## src/rtl/wdog_bark_bite.sv

```systemverilog
module wdog_bark_bite #(
  parameter int AW = 8,
  parameter int DW = 32,
  parameter logic [DW-1:0] LIMIT_MAX = 32'h1000_0000
) (
  input  logic          clk,
  input  logic          rst_n,
  input  logic          por_n,
  input  logic          wr_en,
  input  logic          rd_en,
  input  logic [AW-1:0] addr,
  input  logic [DW-1:0] wdata,
  output logic [DW-1:0] rdata,
  output logic          bark_irq,
  output logic          bite_req
);

  localparam logic [AW-1:0] OFS_KICK = AW'(8'h04);
  localparam logic [AW-1:0] OFS_EN   = AW'(8'h08);
  localparam logic [AW-1:0] OFS_STAT = AW'(8'h0C);
  localparam logic [AW-1:0] OFS_WARN = AW'(8'h10);
  localparam logic [AW-1:0] OFS_RST  = AW'(8'h14);

  logic          en_q;
  logic [DW-1:0] cnt_q;
  logic [DW-1:0] warn_lim_q;
  logic [DW-1:0] rst_lim_q;
  logic          fired_q;
  logic          warn_q;
  logic          bite_q;
  logic          sticky_q;

  logic [DW-1:0] wdata_clamped;
  assign wdata_clamped = (wdata > LIMIT_MAX) ? LIMIT_MAX : wdata;

  logic kick_w, dis_w, stat_clr_w;
  assign kick_w     = wr_en && (addr == OFS_KICK) && (wdata == DW'(1));
  assign dis_w      = wr_en && (addr == OFS_EN) && !wdata[0];
  assign stat_clr_w = wr_en && (addr == OFS_STAT) && wdata[0];

  logic warn_hit, bite_fire;
  assign warn_hit  = en_q && !kick_w && (cnt_q >= warn_lim_q);
  assign bite_fire = en_q && !kick_w && !fired_q && (cnt_q >= rst_lim_q);

  always_ff @(posedge clk or negedge rst_n) begin
    if (!rst_n) begin
      en_q       <= 1'b0;
      warn_lim_q <= '0;
      rst_lim_q  <= '0;
    end else if (wr_en) begin
      if (addr == OFS_EN)   en_q       <= wdata[0];
      if (addr == OFS_WARN) warn_lim_q <= wdata_clamped;
      if (addr == OFS_RST)  rst_lim_q  <= wdata_clamped;
    end
  end

  always_ff @(posedge clk or negedge rst_n) begin
    if (!rst_n) begin
      cnt_q <= '0;
    end else if (kick_w) begin
      cnt_q <= '0;
    end else if (en_q && (cnt_q < rst_lim_q)) begin
      cnt_q <= cnt_q + DW'(1);
    end
  end

  always_ff @(posedge clk or negedge rst_n) begin
    if (!rst_n) begin
      warn_q  <= 1'b0;
      fired_q <= 1'b0;
      bite_q  <= 1'b0;
    end else begin
      if (kick_w || dis_w) warn_q <= 1'b0;
      else if (warn_hit)   warn_q <= 1'b1;
      if (kick_w)          fired_q <= 1'b0;
      else if (bite_fire)  fired_q <= 1'b1;
      bite_q <= bite_fire;
    end
  end

  always_ff @(posedge clk or negedge por_n) begin
    if (!por_n)          sticky_q <= 1'b0;
    else if (bite_fire)  sticky_q <= 1'b1;
    else if (stat_clr_w) sticky_q <= 1'b0;
  end

  always_comb begin
    rdata = '0;
    if (rd_en) begin
      case (addr)
        OFS_EN:   rdata = {{(DW-1){1'b0}}, en_q};
        OFS_STAT: rdata = {{(DW-1){1'b0}}, sticky_q};
        OFS_WARN: rdata = warn_lim_q;
        OFS_RST:  rdata = rst_lim_q;
        default:  rdata = '0;
      endcase
    end
  end

  assign bark_irq = warn_q;
  assign bite_req = bite_q;

endmodule


```

## config.mk

```make
export PLATFORM = sky130hd
export DESIGN_NAME = wdog_bark_bite
export DESIGN_NICKNAME = d
export VERILOG_FILES = /design/src/rtl/wdog_bark_bite.sv
export SDC_FILE = /design/constraint.sdc
export NUM_CORES = 1
export LEC_CHECK = 0
export BUFFER_PORTS_ARGS = -buffer_cell sky130_fd_sc_hd__buf_2
export CORE_AREA = 3 3 113 115
export CTS_BUF_LIST = sky130_fd_sc_hd__clkbuf_8
export DETAILED_ROUTE_END_ITERATION = 7
export DIE_AREA = 0 0 116 118
export PLACE_DENSITY = 0.76
export RECOVER_POWER = 50
export SKIP_CTS_REPAIR_TIMING = 1
export SLEW_MARGIN = 0
export SYNTH_ARGS = -nofsm -noshare
export SYNTH_HDL_FRONTEND = slang
export SYNTH_SLANG_ARGS = --single-unit
export TNS_END_PERCENT = 5
```

## constraint.sdc

```tcl
create_clock -name clk -period 3.1 [get_ports clk]
set_input_delay 0.31 -clock clk [delete_from_list [all_inputs] [get_ports clk]]
set_output_delay 0.31 -clock clk [all_outputs]
set_load 0.02 [all_outputs]
```

# Yosys cells after proc, flatten, opt, wreduce, memory -nomap -nowiden
# Cells that the tools add are included.
# totals
reg_bits,101
word_cells,52
# classes
add_sub_neg,1
magnitude_cmp,4
eq_ne,6
mux,11
reduce_logical,22
# ops
operator,n
32-bit two-way mux,4
32-bit case mux with 4 select lines,1
32-bit >= comparator,2
"32-bit by 1-bit adder with 32-bit output, second input constant",1
"32-bit by 1-bit == test with 1-bit output, second input constant",1
"32-bit by 29-bit greater-than comparator with 1-bit output, second input constant",1
32-bit < comparator,1
"8-bit by 4-bit == test with 1-bit output, second input constant",2
"8-bit by 5-bit == test with 1-bit output, second input constant",2
1-bit logical AND,11
"8-bit by 3-bit == test with 1-bit output, second input constant",1
2-bit nonzero test,4
1-bit two-way mux,6
2-bit AND reduction,3
1-bit zero test,3
1-bit logical OR,1

# Logic depth before layout (Yosys ltp)
# logic_depth
word_depth,9
ltp_mapped,12
depth_no_buf,9

# Worst setup path before layout
# Ideal clock, no wire load.
# synth_timing
kind,reg-to-reg
start,register cnt_q[13]
end,register cnt_q[27]
setup_time_ps,74
t_arrival_ps,2777
setup_slack_ps,248
path_stages_with_launch,12
n_path_buf,3
period_less_slack_ps,2852
path_cell_list,dfrtp_1 > ha_1 > a21o_1 > a21o_1 > a221o_1 > o31a_1 > buf_6 > or3_4 > buf_6 > buf_6 > or3_1 > a21oi_2
# synth_between
elab_chain_len,3
word_cells_on_any_way,6
cone_classes,add/sub (1); order compare (1); mux (2); reduce/logical (2)
# synth_lines
item,line,rtl
start: declaration,25,logic [DW-1:0] cnt_q;
start signal: assignment,63,cnt_q <= cnt_q + DW'(1);
32-bit by 1-bit adder with 32-bit output / 32-bit < comparator (equally long branches),"63, 62",
32-bit two-way mux / 1-bit logical AND (equally long branches),62,end else if (en_q && (cnt_q < rst_lim_q)) begin
32-bit two-way mux / 2-bit nonzero test (equally long branches),-,
# Parallel ways exist; a longest one is shown, timed or not. The select of a mux whose other input is x is not followed.
# A chain may end at the register's enable or synchronous reset.

# Final worst setup path
# layout_timing
start,register cnt_q[13]
end,register cnt_q[29]
# Same word-level chain as after synthesis.

==> reports/results.txt <==
Antenna-violating nets left -> 0
Synth top area cells -> dfrtp_1, ha_1, nand2_1
Critical path type -> flip-flop to flip-flop
Clock transition at the registers of the reported paths -> 0.09 ns
Fin crit share -> 0.956
Die footprint -> 13700 µm²
DRC Markers -> 0
Maximum VDD drop -> 0.381 mV
Area fraction of the dominant cell type after synthesis -> 0.391
Async S/R FF share, synth -> 1.00
Combinational share of power -> 0.401
Diode count -> 0
Peak Freq -> 338 MHz
Worst clock skew -> 0.0121 ns
Routability cong. -> 0.877
# setup viols final -> 0
Outcome -> complete, no violations
Worst Setup Start Kind -> flip-flop
Initial core utilization -> 0.542
Hold_sp -> wdata[4]
Global-route wire length before repair -> 27400 µm
Post-synthesis cell area -> 6460 µm²
WP buf/inv -> 0
Most common library cell in the layout ignoring fill and taps -> nand2_1
Worst path max stage delay -> 0.51 ns
Multi-input gate area in the final layout -> 3550 µm²
Vias in the first global route -> 5646
Clock buffer depth -> 2
Ys flop type -> dfrtp_1
Detailed placer's ending HPWL -> 12400 µm
Pleak -> 3.13 nW
Setup TNS -> 0 ns
CP delay by family, top -> compound AO/OA/AOI/OAI gates
Placement Rows -> 40
Class of the worst hold path -> input pin to flip-flop
Total track usage -> 0.248
Final non-filler cell area -> 7260 µm²
Sw frac -> 0.392
H-tree Lvls -> 3
FILL cells -> 1043
Most used cell along the critical path -> a21o_1
Commonest non-fill, non-tap cells in the layout -> nand2_1, dfrtp_1, o21ai_0
# IOs -> 79
Worst-skew pair later-pin latency -> 0.38 ns
Crit. End Element -> flip-flop
Starting DRT DRC Count -> 428
EDFF count, synth -> 0
Crit path cell chain -> ha_1 -> a21o_1 -> a21o_1 -> a221o_1 -> o31a_1 -> or3_4 -> or4_1 -> a21oi_1
Register Area -> 2530 µm²
Critical Path RT -> 3.40 ns
Number of synthesized register bits -> 101
Final min period -> 2.96 ns
TritonRoute pass-1 iters -> 5
Slew headroom -> 0.0592
I/O Buffers -> 78
Die Ht -> 118 µm
Sequential share of power -> 0.409
Core Box Area -> 11900 µm²
Clock Power Share -> 0.190
Initial antenna violation count -> 0
Final-report hold violation count -> 0
Internal cell power -> 2.54 mW
Mapped Cells -> 755
CP max-delay cell -> or3_4
Arr. time, crit path -> 3.26 ns
DR vias/cell -> 5.80
Fin Hold WS -> 0.201 ns
Synth Area per Inst -> 8.56 µm²
CTS tree -> yes
Die width -> 116 µm
Largest net degree at the start of global routing -> 59
CP Max Fanout -> 18
Yosys warnings -> 0
Gr ovfl total -> 0
Register area share after synthesis -> 0.391
Syn nets -> 865
Ratio of cells with drive above 1 in the final layout -> 0.137
Final nets -> 946
Via count -> 5724
Inserted Clock Buffers -> 9
P per Cell Area -> 575 nW/µm²
Slew Limit Fails -> 0
Max cap viols -> 0
CTS sink count -> 101
Layout Cells excl Fill -> 987
RSZ-0062 raised after global routing -> no
Placed inst area -> 7100 µm²
Critical Path Start -> cnt_q[13]
Synth-to-layout area growth -> 12.4%
NetSw -> 1.63 mW
Library cells used by synthesis -> 49
Worst-Margin Slew -> 1.41 ns
Inst Count DP -> 971
Reg2reg start -> cnt_q[13]
Routed WL per cell -> 16.6 µm
CTS root buf -> clkbuf_8
Area leader, netlist -> dfrtp_1
Routed Wire Length -> 16400 µm
## sequential cells by signal, summed over array words and instances (netlist names)
signal and count:
rst_lim_q 32, sticky_q 1, fired_q 1, bite_req 1, cnt_q 32, bark_irq 1
en_q 1, warn_lim_q 32
## worst paths after layout
check	endpoint	slack [ns]	cells past startpoint
setup / recovery	cnt_q[29]	0.14	8
hold / removal	warn_lim_q[4]	0.20	3
setup reg to reg	cnt_q[29]	0.14	8
hold reg to reg	bite_req	0.48	1
max in group asynchronous	cnt_q[30]	1.03	2
min in group asynchronous	warn_lim_q[15]	0.23	1
## worst reg2reg max path, cell delays in order (launching register included)
cell,delay [ns]
dfrtp_1,0.43
ha_1,0.34
a21o_1,0.18
a21o_1,0.16
a221o_1,0.35
o31a_1,0.32
or3_4,0.51
or4_1,0.43
a21oi_1,0.16
## through the flow
stage	worst slack [ns]	power (mW)	util
finish	0.137	4.17	0.610
global route	0.0525	4.48	0.610
CTS	0.162	4.17	0.611
detailed placement	0.183	3.37	0.596
global placement	0.290	3.27	0.596
floorplan	0.248	2.82	-
## cell usage after synthesis, types with 5 or more instances
| cell | instances |
|---|---|
| nand2_1 | 110 |
| dfrtp_1 | 101 |
| o21ai_0 | 79 |
| inv_1 | 69 |
| ha_1 | 65 |
| nor2_1 | 61 |
| a21oi_1 | 39 |
| mux2i_1 | 33 |
| clkbuf_1 | 24 |
| nand3_1 | 18 |
| nand4_1 | 18 |
| nor4_1 | 17 |
| xnor2_1 | 16 |
| or3_1 | 11 |
| a21o_1 | 9 |
| nor3_1 | 7 |
| o31ai_1 | 7 |
| and2_1 | 6 |
| and3_1 | 5 |
| and4_1 | 5 |
| buf_1 | 5 |
| nor2b_1 | 5 |
| or4_1 | 5 |
## layer usage
metal	vias up	track usage	part of all wire
met5	-	0	0
met3	26	0.0329	0.044
li1	2782	-	-
met2	163	0.394	0.48
met1	2753	0.341	0.45
met4	0	0.0986	0.026
## power groups by stage
stage | clock (mW) | sequential, mW | combinational (mW)
3_3_place_gp | 0 | 1.71 | 1.56
2_1_floorplan | 0 | 1.69 | 1.12
5_1_grt | 0.854 | 1.73 | 1.90
6_report | 0.794 | 1.71 | 1.67
3_5_place_dp | 0 | 1.72 | 1.65
4_1_cts | 0.805 | 1.70 | 1.66
## kinds of logic after synthesis
group                      synth area share
AOI/OAI and AO/OA                     0.130
xor gates and xnor gates             0.0217
adders and majority gates             0.126
buffers and inverters                0.0629
DFF                                   0.391
muxes                                0.0529
and+or+nand+nor                       0.215
## final cells by class
cell class,count,share of cell area
Multi-Input combinational cell,552,0.488
Sequential cell,101,0.348
Timing Repair Buffer,103,0.0784
Inverter,69,0.0357
Tap cell,147,0.0253
Clock buffer,12,0.0227
Clock inverter,3,0.00172
Power figures use the tool's default switching activity.
